$ cat src/rtl/extirq_pkg.sv
`timescale 1ns/1ps
package extirq_pkg;

  typedef enum logic {
    SENSE_FALL      = 1'b0,
    SENSE_FALL_LOW  = 1'b1
  } sense_e;

  localparam int unsigned PIN_SYNC_DEPTH_DEF = 2;
  localparam int unsigned RST_SYNC_DEPTH_DEF = 2;

endpackage

$ cat src/rtl/extirq_rst_sync.sv
`timescale 1ns/1ps
module extirq_rst_sync #(
  parameter int unsigned DEPTH = 2
) (
  input  logic clk,
  input  logic rst_n,
  output logic rst_core_n
);
  localparam int unsigned TOP = DEPTH - 1;

  logic [TOP:0] chain_q;
  logic [TOP:0] chain_d;

  generate
    if (DEPTH == 1) begin : g_one
      always_comb chain_d = 1'b1;
    end else begin : g_many
      always_comb chain_d = {chain_q[TOP-1:0], 1'b1};
    end
  endgenerate

  always_ff @(posedge clk or negedge rst_n) begin
    if (!rst_n) chain_q <= '0;
    else        chain_q <= chain_d;
  end

  assign rst_core_n = chain_q[TOP];
endmodule

$ cat src/rtl/extirq_pin_sync.sv
`timescale 1ns/1ps
module extirq_pin_sync #(
  parameter int unsigned DEPTH = 2
) (
  input  logic clk,
  input  logic rst_n,
  input  logic pin_async,
  output logic pin_sync
);
  localparam int unsigned TOP = DEPTH - 1;

  logic [TOP:0] stage_q;
  logic [TOP:0] stage_d;

  generate
    if (DEPTH == 1) begin : g_one
      always_comb stage_d = pin_async;
    end else begin : g_many
      always_comb stage_d = {stage_q[TOP-1:0], pin_async};
    end
  endgenerate

  // idle level of the pin is high
  always_ff @(posedge clk or negedge rst_n) begin
    if (!rst_n) stage_q <= '1;
    else        stage_q <= stage_d;
  end

  assign pin_sync = stage_q[TOP];
endmodule

$ cat src/rtl/extirq_detect.sv
`timescale 1ns/1ps
module extirq_detect
  import extirq_pkg::*;
(
  input  logic   clk,
  input  logic   rst_n,
  input  logic   pin_s,
  input  sense_e sense,
  output logic   set_req
);
  logic hist_q;
  logic hist_d;
  logic fall;
  logic low;

  always_comb begin
    hist_d = pin_s;
    fall   = hist_q & ~pin_s;
    low    = ~pin_s;
    unique case (sense)
      SENSE_FALL:     set_req = fall;
      SENSE_FALL_LOW: set_req = fall | low;
      default:        set_req = fall;
    endcase
  end

  always_ff @(posedge clk or negedge rst_n) begin
    if (!rst_n) hist_q <= 1'b1;
    else        hist_q <= hist_d;
  end
endmodule

$ cat src/rtl/extirq_latch.sv
`timescale 1ns/1ps
module extirq_latch (
  input  logic clk,
  input  logic rst_n,
  input  logic set_req,
  input  logic vec_ack,
  input  logic instr_done,
  input  logic irq_en,
  input  logic cpu_mask,
  output logic pending,
  output logic take
);
  logic pend_q;
  logic pend_d;
  logic pend_ce;

  always_comb begin
    pend_ce = set_req | vec_ack;
    // set dominates a simultaneous clear
    pend_d  = set_req ? 1'b1 : 1'b0;
  end

  always_ff @(posedge clk or negedge rst_n) begin
    if (!rst_n)       pend_q <= 1'b0;
    else if (pend_ce) pend_q <= pend_d;
  end

  assign pending = pend_q;
  assign take    = instr_done & pend_q & irq_en & ~cpu_mask;
endmodule

$ cat src/rtl/ext_irq_ctrl.sv
`timescale 1ns/1ps
module ext_irq_ctrl
  import extirq_pkg::*;
#(
  parameter int unsigned PIN_SYNC_DEPTH = PIN_SYNC_DEPTH_DEF,
  parameter int unsigned RST_SYNC_DEPTH = RST_SYNC_DEPTH_DEF
) (
  input  logic clk,
  input  logic rst_n,
  input  logic irq_pin_n,
  input  logic sense_level,
  input  logic irq_en,
  input  logic cpu_mask,
  input  logic instr_done,
  input  logic vec_ack,
  output logic irq_pending,
  output logic take_irq
);
  logic   rst_core_n;
  logic   pin_s;
  logic   set_req;
  sense_e sense;

  assign sense = sense_e'(sense_level);

  extirq_rst_sync #(.DEPTH(RST_SYNC_DEPTH)) u_rst (
    .clk        (clk),
    .rst_n      (rst_n),
    .rst_core_n (rst_core_n)
  );

  extirq_pin_sync #(.DEPTH(PIN_SYNC_DEPTH)) u_sync (
    .clk       (clk),
    .rst_n     (rst_core_n),
    .pin_async (irq_pin_n),
    .pin_sync  (pin_s)
  );

  extirq_detect u_det (
    .clk     (clk),
    .rst_n   (rst_core_n),
    .pin_s   (pin_s),
    .sense   (sense),
    .set_req (set_req)
  );

  extirq_latch u_lat (
    .clk        (clk),
    .rst_n      (rst_core_n),
    .set_req    (set_req),
    .vec_ack    (vec_ack),
    .instr_done (instr_done),
    .irq_en     (irq_en),
    .cpu_mask   (cpu_mask),
    .pending    (irq_pending),
    .take       (take_irq)
  );
endmodule

$ cat config.mk
export PLATFORM = sky130hd
export DESIGN_NAME = ext_irq_ctrl
export DESIGN_NICKNAME = d
export VERILOG_FILES = /design/src/rtl/extirq_pkg.sv /design/src/rtl/extirq_rst_sync.sv /design/src/rtl/extirq_pin_sync.sv /design/src/rtl/extirq_detect.sv /design/src/rtl/extirq_latch.sv /design/src/rtl/ext_irq_ctrl.sv
export SDC_FILE = /design/constraint.sdc
export NUM_CORES = 1
export LEC_CHECK = 0
export BUFFER_PORTS_ARGS = -buffer_cell sky130_fd_sc_hd__buf_4
export CAP_MARGIN = 10
export CORE_AREA = 2 2 39 41
export CTS_CLUSTER_SIZE = 28
export DETAILED_ROUTE_END_ITERATION = 8
export DIE_AREA = 0 0 41 43
export GPL_ROUTABILITY_DRIVEN = 1
export PLACE_DENSITY = 0.36
export SLEW_MARGIN = 20
export SYNTH_ARGS = -nofsm -noshare
export SYNTH_HDL_FRONTEND = slang
export SYNTH_SLANG_ARGS = --single-unit
$ cat constraint.sdc
create_clock -name clk -period 1.57 [get_ports clk]
set_clock_uncertainty 0.15 [all_clocks]
set_input_delay 0.314 -clock clk [delete_from_list [all_inputs] [get_ports clk]]
set_output_delay 0.314 -clock clk [all_outputs]
set_load 0.005 [all_outputs]
## Word-level counts from Yosys, hierarchy flattened

Index checks and enable logic that the tools add are counted.

| storage, ports and cells | value |
|---|---|
| register bits after elaboration | 6 |
| input bits | 8 |
| output and inout bits | 2 |
| word-level logic and storage cells | 15 |

| operators by class | value |
|---|---|
| mux-type cells | 2 |
| bitwise logic cells | 9 |

Operators by type and width:

| operator | number |
|---|---|
| 1-bit bitwise AND | 4 |
| 1-bit NOT | 3 |
| 1-bit OR | 2 |
| 1-bit one-hot mux with 2 select lines | 1 |
| 1-bit 2-to-1 mux | 1 |

## Logic depth before layout (Yosys ltp)

Gate-level depths: netlist of run 1.

| depth | value |
|---|---|
| word-level depth | 5 |
| gate-level depth with buffers | 2 |
| mapped depth without buffers | 2 |

## Hierarchy

A second synthesis of run 1 with hierarchy kept.

| second synthesis, totals | value |
|---|---|
| cells, all modules | 11 |
| area, all modules | 188.9 um^2 |

By module, submodules not included:

| module | instances | cells an instance | area an instance (um^2) |
|---|---|---|---|
| extirq_rst_sync | 1 | 3 | 53.8 |
| extirq_pin_sync | 1 | 2 | 52.6 |
| extirq_latch | 1 | 4 | 46.3 |
| extirq_detect | 1 | 2 | 36.3 |

## Worst setup path before layout of run 1

No wires, ideal clock.

| path | value |
|---|---|
| path type | flip-flop to output port |
| start | register u_lat.pend_q, in the netlist u_lat.pending |
| end | output take_irq |
| arrival | 0.559 ns |
| slack | 0.547 ns |
| cell stages (with the launch flop) | 2 |
| path through | dfrtp_1 > and4b_1 |

| on the way | value |
|---|---|
| word-level cells in the longest chain between the ends | 3 |

Ends and longest elaborated chain:

| element | line | text |
|---|---|---|
| start: declaration | extirq_latch.sv:13 | `logic pend_q;` |
| start signal: assignment | extirq_latch.sv:25 | `else if (pend_ce) pend_q <= pend_d;` |
| 1-bit bitwise AND (3 in series) | extirq_latch.sv:29 | `assign take = instr_done & pend_q & irq_en & ~cpu_mask;` |
| end: declaration | ext_irq_ctrl.sv:17 | `output logic take_irq` |

Every way passes these cells.

## Worst setup path in the final report of run 1

Ends and elaborated chain as after synthesis.

==> results of run 1 <==
## placed cells by master (no fill, tap or decap)
master	instances
clkbuf_1	1
nor2_1	1
inv_1	1
buf_4	9
o22ai_1	1
dfrtp_1	3
conb_1	1
clkbuf_4	3
dfstp_2	3
and4b_1	1
dlygate4sd3_1	2
## per-layer routing
layer  global-route usage [%]  up-vias  wire length (um)
met5                        0        -                 0
met4                     2.00        0                 0
met3                     6.28        0                53
met2                     7.19       10               137
met1                     2.98       58               151
li1                         -       65                 -
## sequential cells by signal, indices dropped and copies added (netlist names)
name and count:
u_lat.pending 1, u_det.hist_q 1, u_sync.stage_q 2, u_rst.chain_q 2
## power groups by stage
| stage | combinational [mW] | sequential (mW) | clock, mW |
|---|---|---|---|
| 6_report | 0.0268 | 0.172 | 0.156 |
| 5_1_grt | 0.0298 | 0.173 | 0.178 |
| 4_1_cts | 0.0273 | 0.172 | 0.166 |
| 3_5_place_dp | 0.0232 | 0.174 | 0 |
| 3_3_place_gp | 0.0228 | 0.174 | 0 |
| 2_1_floorplan | 0.00405 | 0.174 | 0 |
## repair_timing
action	CTS	global route
hold buffers	2	0
endpoints found under the hold margin	3	0
buffers inserted	0	0
## layout make-up
type / count / area (sq um) / share of cell area, %
Clock buffer: 4 / 26.3 / 8.33
Timing Repair Buffer: 11 / 87.6 / 27.8
Multi-Input combinational cell: 4 / 23.8 / 7.54
Tap cell: 16 / 20.0 / 6.35
Sequential cell: 6 / 154 / 48.8
Inverter: 1 / 3.75 / 1.19
## critical path: cells and delay by family (launching register included)
| family | cells | cell delay, ps |
|---|---|---|
| flip-flops | 1 | 390 |
| AND/OR/NAND/NOR | 1 | 180 |
| buffers and inverters | 1 | 130 |
## final timing paths
path,startpoint,to
min in group asynchronous,u_rst.chain_q[1],u_det.hist_q
hold / removal,irq_pin_n,u_sync.stage_q[0]
hold reg to reg,u_rst.chain_q[1],u_det.hist_q
max in group asynchronous,u_rst.chain_q[1],u_lat.pending
setup reg to reg,u_det.hist_q,u_lat.pending
setup / recovery,u_lat.pending,take_irq
## cell families after synthesis
family	Yosys count	share of synthesized area [%]
DFF	6	84.8
and+or+nand+nor	2	7.58
AOI/OAI and AO/OA	1	3.45
buffers and inverters	1	2.07
other	1	2.07
## through the flow
stage | hold slack, ps | instances | setup slack, ps | utilization (%)
floorplan | -132 | 11 | 547 | -
detailed placement | -91.6 | 36 | 350 | 19.4
global route | 18.9 | 42 | 106 | 22.8
finish | 31.7 | 42 | 168 | 22.8
CTS | 23.0 | 42 | 142 | 22.8
global placement | -104 | 36 | 358 | 19.4
==> results.py, run 1 <==
metrics = {
    "outcome": {
        "status": "finished, final reports clean",
    },
    "detailed_routing": {
        "ant_nets": 0,
        "wl_um": 342,
        "wl_per_cell_um": 8.14,
        "drt-initial-drc-count": 1,
        "firstDrtPassIters": 2,
        "viasPerCell": 3.17,
        "vias": 133,
        "drc": 0,
    },
    "worst_setup_path": {
        "required_ps": 1110,
        "cp_slowest_cell": "dfrtp_1",
        "crit_type": "reg2out",
        "critPathArrivalTime_ps": 940,
        "worstPathCellList": "and4b_1 -> buf_4",
        "cp_max_fo": 3,
        "reg2reg_slack_ps": 660,
        "max_stage_delay_ps": 390,
        "reg2reg_depth": 2,
        "critPathLaunchType": "flop",
        "cp-end-kind": "primary output",
    },
    "layout": {
        "stdcell_area_sq_um": 315,
        "synthToLayoutAreaGrowth_pct": 73.8,
        "nets": 35,
        "fillCellCount": 147,
        "drive_gt1_share_pct": 57.7,
        "antenna_cells": 0,
    },
    "power": {
        "p_leak_nw": 0.152,
        "swShare_pct": 20.0,
        "p_sw_mw": 0.0707,
        "power_frac_clock_pct": 43.9,
        "power_density_nw_per_um2": 1120,
        "power_frac_seq_pct": 48.5,
        "totalPowerFinal_mw": 0.354,
        "p_int_mw": 0.284,
        "peakVddDrop_uv": 542,
        "pwr-share-comb_pct": 7.6,
    },
    "yosys": {
        "ys_warn_count": 0,
        "netlist_top_cells_count": "3 x dfrtp_1, 3 x dfstp_2",
        "ys.flop_type": "dfstp_2",
        "syn_inst": 11,
        "syn-cell-area_sq_um": 181,
        "ys_seq_area_share_pct": 84.8,
        "ys_ff_latch": 6,
        "syn-num-nets": 19,
        "syn_area_per_cell_sq_um": 16.5,
        "yosysTopAreaCell": "dfstp_2",
        "synth_top_area_share_pct": 43.4,
        "synth_edf_count": 0,
        "synth.area.top_cells": "dfstp_2 43%, dfrtp_1 41%, and4b_1 5.5%",
        "synth_cell_types": 7,
        "async_reset_ff_share_pct": 100,
    },
    "cts": {
        "cts.clk_slew.worst_paths_ps": 50,
        "cts_resized": 0,
        "htree_levels": 1,
        "cts_made_buffers": 3,
        "worstSkewPairLatency_ps": 250,
        "clkSinkCount": 6,
        "cts_root_buffer": "clkbuf_4",
        "cts_tree": "yes",
        "clk_path_buf_depth": 2,
    },
    "grt": {
        "grt.total_usage_pct": 4.76,
        "grt_pass1_vias": 155,
        "globalRouteOverflowTotal": 0,
        "antenna_found_initial": 0,
        "grt_pass1_wl_um": 483,
        "grt_max_degree": 5,
    },
    "placement": {
        "io_buffers": 9,
        "gp_congestion": 0.528,
        "place_area_sq_um": 269,
    },
    "job": {
        "maxCapViolations": 0,
    },
    "floorplanning": {
        "core_sq_um": 1380,
        "start_util_pct": 13.1,
        "die_h_um": 43,
        "die_x_um": 41,
        "placementRows": 14,
        "die-area_sq_um": 1760,
        "io_pins": 10,
    },
    "worst_hold_path": {
        "worstHoldPathCells": 1,
        "hp-class": "in2reg",
    },
    "timing": {
        "hold_violations": 0,
        "tns_ps": 0,
        "fin_crit_sh_pct": 89.3,
        "rsz0062_at_grt": "false",
        "period_minus_slack_ps": 1400,
        "setup_viol_count_final": 0,
        "drv_slew": 0,
        "max_freq_mhz": 713,
    },
}
Note: power is estimated with default switching activity, not from simulation.
==> run 2: changes to the inputs <==
--- a/config.mk
+++ b/config.mk
@@ -16,4 +16,5 @@
 export SLEW_MARGIN = 20
 export SYNTH_ARGS = -nofsm -noshare
 export SYNTH_HDL_FRONTEND = slang
+export SYNTH_HIERARCHICAL = 1
 export SYNTH_SLANG_ARGS = --single-unit
==> run 2 against run 1 <==
Clock power is 3% lower. Cell area is 2.4% higher. Global-route usage is 0.81 points higher. Worst setup slack worse by 7.8 ps. Maximum frequency is 0.56% lower. Sequential power hardly changed. Non-clock buffer count stayed put. Core utilization is 0.54 points higher. Critical path depth stayed put. Critical path type unchanged. Critical endpoint unchanged. Highest routed layer unchanged.
==> results.py, run 2 <==
metrics = {
    "worst_hold_path": {
        "hold_start": "irq_pin_n",
        "hp-class": "in2reg",
        "whs_endpoint": "u_sync/stage_q[0]",
        "worstHoldPathCells": 1,
    },
    "cts": {
        "cts.clk_slew.worst_paths_ps": 50,
        "cts_made_buffers": 3,
        "clk_path_buf_depth": 2,
        "cts_setup_buffers": 0,
        "clkSinkCount": 6,
        "worstSkewPairLatency_ps": 240,
        "htree_levels": 1,
        "cts_root_buffer": "clkbuf_4",
        "cts_tree": "yes",
    },
    "detailed_routing": {
        "firstDrtPassIters": 2,
        "wl_per_cell_um": 7.88,
        "drt-initial-drc-count": 1,
        "viasPerCell": 3.29,
        "ant_nets": 0,
        "wl_um": 331,
        "vias": 138,
        "drc": 0,
    },
    "yosys": {
        "synthAdderAreaFrac_pct": 0,
        "syn_area_per_cell_sq_um": 17.2,
        "synth-simple-area-share_pct": 5.30,
        "ys.flop_type": "dfstp_2",
        "synth_top_family_by_area": "compound AO/OA/AOI/OAI gates",
        "ys_seq_area_share_pct": 81.5,
        "yosysTopAreaCell": "dfstp_2",
        "synth_cell_types": 7,
        "async_reset_ff_share_pct": 100,
        "syn-num-nets": 19,
        "syn-cell-area_sq_um": 189,
        "ys_ff_latch": 6,
        "synth-xor-area-share_pct": 0,
        "synth_top_area_share_pct": 41.7,
        "ys_warn_count": 6,
        "synth_compound_area_share_pct": 9.27,
        "netlist_top_cells_count": "3 x dfrtp_1, 3 x dfstp_2",
        "synth.area.top_cells": "dfstp_2 42%, dfrtp_1 40%, and4b_1 5.3%",
        "syn_inst": 11,
        "muxShareOfSynthArea_pct": 0,
        "synth_edf_count": 0,
    },
    "floorplanning": {
        "core_sq_um": 1380,
        "die-area_sq_um": 1760,
        "die_x_um": 41,
        "placementRows": 14,
        "io_pins": 10,
        "start_util_pct": 13.7,
        "die_h_um": 43,
    },
    "layout": {
        "reg.largest.list": "u_rst/chain_q x2, u_sync/stage_q x2",
        "antenna_cells": 0,
        "layout_common_cells": "9 x buf_4, 3 x clkbuf_4, 3 x dfstp_2, 3 x dfrtp_1, 2 x dlygate4sd3_1",
        "final_common_cell": "buf_4",
        "nets": 35,
        "instances_no_fill": 42,
        "synthToLayoutAreaGrowth_pct": 70.9,
        "drive_gt1_share_pct": 57.7,
    },
    "timing": {
        "hold_violations": 0,
        "fin_crit_sh_pct": 89.8,
        "tns_ps": 0,
        "setup_viol_count_final": 0,
        "max_freq_mhz": 709,
        "rsz0062_at_grt": "false",
        "holdWs_ps": 33.8,
        "period_minus_slack_ps": 1410,
        "drv_slew": 0,
    },
    "grt": {
        "grt_pass1_vias": 150,
        "grt.total_usage_pct": 5.57,
        "grt_max_degree": 5,
        "grt_pass1_wl_um": 531,
        "grtUsageMet1_pct": 4.64,
        "globalRoute.busiestLayer": "met3",
        "globalRouteOverflowTotal": 0,
        "antenna_found_initial": 0,
        "gr-usage-met3_pct": 6.28,
        "met2_usage_pct": 6.25,
    },
    "placement": {
        "gp_congestion": 0.521,
        "io_buffers": 9,
        "dpl.cell_count": 36,
    },
    "power": {
        "swShare_pct": 18.9,
        "power_density_nw_per_um2": 1090,
        "power_frac_seq_pct": 48.9,
        "p_int_mw": 0.285,
        "pwr-share-comb_pct": 8.0,
        "p_sw_mw": 0.0665,
        "p_leak_nw": 0.162,
        "peakVddDrop_uv": 427,
        "power_frac_clock_pct": 43.0,
    },
    "worst_setup_path": {
        "critPathLaunchType": "flop",
        "critPathArrivalTime_ps": 950,
        "reg2reg_to": "u_lat/pending",
        "reg2reg_slack_ps": 520,
        "required_ps": 1110,
        "reg2reg_depth": 2,
        "crit_type": "reg2out",
        "cp_max_fo": 3,
        "cp-end-kind": "primary output",
        "rr_startpoint": "u_sync/stage_q[1]",
    },
    "job": {
        "maxCapViolations": 0,
    },
    "outcome": {
        "status": "finished, final reports clean",
    },
}
[run 2: changes by cell type after synthesis, sizes merged]
| cell | change |
|---|---|
| o21ba | +1 |
| o22ai | -1 |
| nor2 | -1 |
| a21o | +1 |
[run 2: worst max path at each step]
| stage | start | end | depth (start not counted) |
|---|---|---|---|
| after floorplan | u_lat/pending | take_irq | 1 |
| after global placement | cpu_mask | take_irq | 3 |
| after detailed placement | cpu_mask | take_irq | 3 |
| after CTS | u_lat/pending | take_irq | 2 |
| after global routing | u_lat/pending | take_irq | 2 |
| final | u_lat/pending | take_irq | 2 |
[run 2: cell type report]
type	count	area, sq um
fill	154	1060
sequential	6	154
timing repair buffer	11	87.6
multi-input combinational	4	31.3
clock buffer	4	26.3
tap	16	20.0
inverter	1	3.75
[run 2: worst max-delay path, stage by stage, from the launching register on]
cell and delay (ps):
dfrtp_1 380, and4b_1 190, buf_4 130
[run 2: power by group through the flow]
stage	Combinational [mW]	Sequential (mW)	Clock, mW
2_1_floorplan	0.00529	0.173	0
3_3_place_gp	0.0240	0.174	0
3_5_place_dp	0.0246	0.175	0
4_1_cts	0.0286	0.172	0.161
5_1_grt	0.0312	0.173	0.180
6_report	0.0282	0.172	0.151
[run 2: timing repair]
action / in CTS / in global routing
resized for setup: 0 / 0
hold buffers: 2 / 0
hold endpoints to repair: 3 / 0
[run 2: per-layer routing]
layer,vias to the layer above,routed length [um]
li1,64,-
met3,0,53
met2,10,135
met1,64,142
met5,-,0
met4,0,0
[run 2: logic make-up after synthesis]
group | after synthesis
compound gates | 2
buf+inv | 1
flops | 6
other cells | 1
simple gates | 1
[run 2: through the flow]
step	setup slack [ps]	total power [mW]	utilization (%)	cell area [sq um]
finish	160	0.351	23.3	323
global route	91.4	0.385	23.3	323
CTS	140	0.362	23.3	323
global placement	358	0.198	20.0	277
floorplan	534	0.179	-	189
detailed placement	351	0.199	20.0	277
==> run 3: changes to the inputs <==
--- a/config.mk
+++ b/config.mk
@@ -6,7 +6,6 @@
 export NUM_CORES = 1
 export LEC_CHECK = 0
 export BUFFER_PORTS_ARGS = -buffer_cell sky130_fd_sc_hd__buf_4
-export CAP_MARGIN = 10
 export CORE_AREA = 2 2 39 41
 export CTS_CLUSTER_SIZE = 28
 export DETAILED_ROUTE_END_ITERATION = 8
==> constraint.sdc (replaced) <==
create_clock -name clk -period 1.57 [get_ports clk]
set_clock_uncertainty 0.15 [all_clocks]
set_input_delay 0.0785 -clock clk [delete_from_list [all_inputs] [get_ports clk]]
set_output_delay 0.0785 -clock clk [all_outputs]
set_load 0.005 [all_outputs]
==> run 3 against run 2 <==
Critical path depth unchanged. Sequential power about the same. Maximum frequency increased by 20%. Critical path type unchanged. Largest cell class unchanged.
==> results.py, run 3 (synthesis results as in run 2) <==
metrics = {
    "placement": {
        "io_buffers": 9,
        "dpl.cell_count": 36,
        "gp_congestion": 0.523,
        "place_ws_ps": 512,
        "place_area_sq_um": 277,
    },
    "layout": {
        "final_common_cell": "buf_4",
        "nets": 39,
        "instances_no_fill": 46,
        "drive_gt1_share_pct": 50.0,
        "final-seq-area_sq_um": 154,
        "synthToLayoutAreaGrowth_pct": 92.1,
        "fin_util_pct": 26.2,
        "stdcell_area_sq_um": 363,
        "antenna_cells": 0,
        "fillCellCount": 157,
        "multi_input_area_sq_um": 31.3,
        "reg.largest.list": "u_rst/chain_q x2, u_sync/stage_q x2",
        "layout_common_cells": "9 x buf_4, 6 x dlygate4sd3_1, 3 x clkbuf_4, 3 x dfstp_2, 3 x dfrtp_1",
    },
    "worst_setup_path": {
        "worstPathCellList": "and4b_1 -> buf_4",
        "crit_type": "reg2out",
        "cp_max_fo": 3,
        "max_stage_delay_ps": 380,
        "cp_num_cells": 2,
        "cp-end-kind": "primary output",
        "required_ps": 1340,
        "cp_slowest_cell": "dfrtp_1",
        "rr_startpoint": "u_sync/stage_q[1]",
        "critPathArrivalTime_ps": 950,
        "critPathLaunchType": "flop",
        "reg2reg_depth": 2,
        "crit_family": "flip-flops",
        "startpoint": "u_lat/pending",
        "crit_buf_inv": 1,
    },
    "power": {
        "power_density_nw_per_um2": 993,
        "peakVddDrop_uv": 424,
        "totalPowerFinal_mw": 0.360,
        "p_leak_nw": 0.178,
    },
    "floorplanning": {
        "die_h_um": 43,
        "core_sq_um": 1380,
        "io_pins": 10,
        "die_x_um": 41,
        "placementRows": 14,
        "start_util_pct": 13.7,
        "die-area_sq_um": 1760,
    },
    "outcome": {
        "status": "finished, final reports clean",
    },
    "grt": {
        "grt_pass1_vias": 173,
        "antenna_found_initial": 0,
        "grt_max_degree": 5,
        "globalRouteOverflowTotal": 0,
        "grt.total_usage_pct": 5.48,
        "grt_pass1_wl_um": 552,
    },
    "timing": {
        "max_freq_mhz": 850,
        "hold_violations": 0,
        "fin_crit_sh_pct": 74.9,
        "fin_ws_ps": 393,
        "period_minus_slack_ps": 1180,
        "rsz0062_at_grt": "false",
        "setup_viol_count_final": 0,
        "tns_ps": 0,
        "holdWs_ps": 99.5,
        "drv_slew": 0,
    },
    "detailed_routing": {
        "viasPerCell": 3.37,
        "drt-initial-drc-count": 0,
        "wl_um": 365,
        "drc": 0,
        "firstDrtPassIters": 1,
        "wl_per_cell_um": 7.93,
        "vias": 155,
        "ant_nets": 0,
    },
    "cts": {
        "cts_tree": "yes",
        "cts_made_buffers": 3,
        "cts.clk_slew.worst_paths_ps": 50,
        "clk_path_buf_depth": 2,
        "cts_root_buffer": "clkbuf_4",
        "cts_setup_buffers": 0,
        "htree_levels": 1,
        "cts_resized": 0,
        "clkSinkCount": 6,
        "worstSkewPairLatency_ps": 240,
    },
    "worst_hold_path": {
        "hp-class": "reg2async",
    },
    "job": {
        "maxCapViolations": 0,
    },
}
-- run 3: final timing paths --
kind / endpoint / slack (ps)
worst min register to register: u_sync/stage_q[0] / 100
worst max register to register: u_lat/pending / 510
min in group clk: u_rst/chain_q[1] / 210
worst min-delay path: u_sync/stage_q[0] / 100
max in group asynchronous: u_rst/chain_q[0] / 600
worst max-delay path: take_irq / 390
-- run 3: where the power goes --
group	switching [mW]	total [mW]	leakage, nW	internal (mW)
logic	0.00804	0.0360	0.0972	0.0280
clock network	0.0562	0.152	0.0150	0.0963
registers	0.00487	0.172	0.0663	0.167
total	0.0691	0.360	0.178	0.291
-- run 3: area by class of cell --
class | count | area share (%)
Sequential cell | 6 | 42.4
Timing Repair Buffer | 15 | 35.2
Multi-Input combinational cell | 4 | 8.62
Clock buffer | 4 | 7.24
Tap cell | 16 | 5.52
Inverter | 1 | 1.03
-- run 3: layer usage --
layer  share of wire (%)  vias up  track usage [%]
met1                  31       70             3.00
met3                  19        0             6.28
met4                   0        0             4.00
met5                   0        -                0
li1                    -       72                -
met2                  50       13             8.44
-- run 3: repair_timing --
action / 4_1_cts / 5_1_grt
endpoints found under the setup margin: 0 / 0
hold endpoints to repair: 5 / 0
hold buffers: 6 / 0
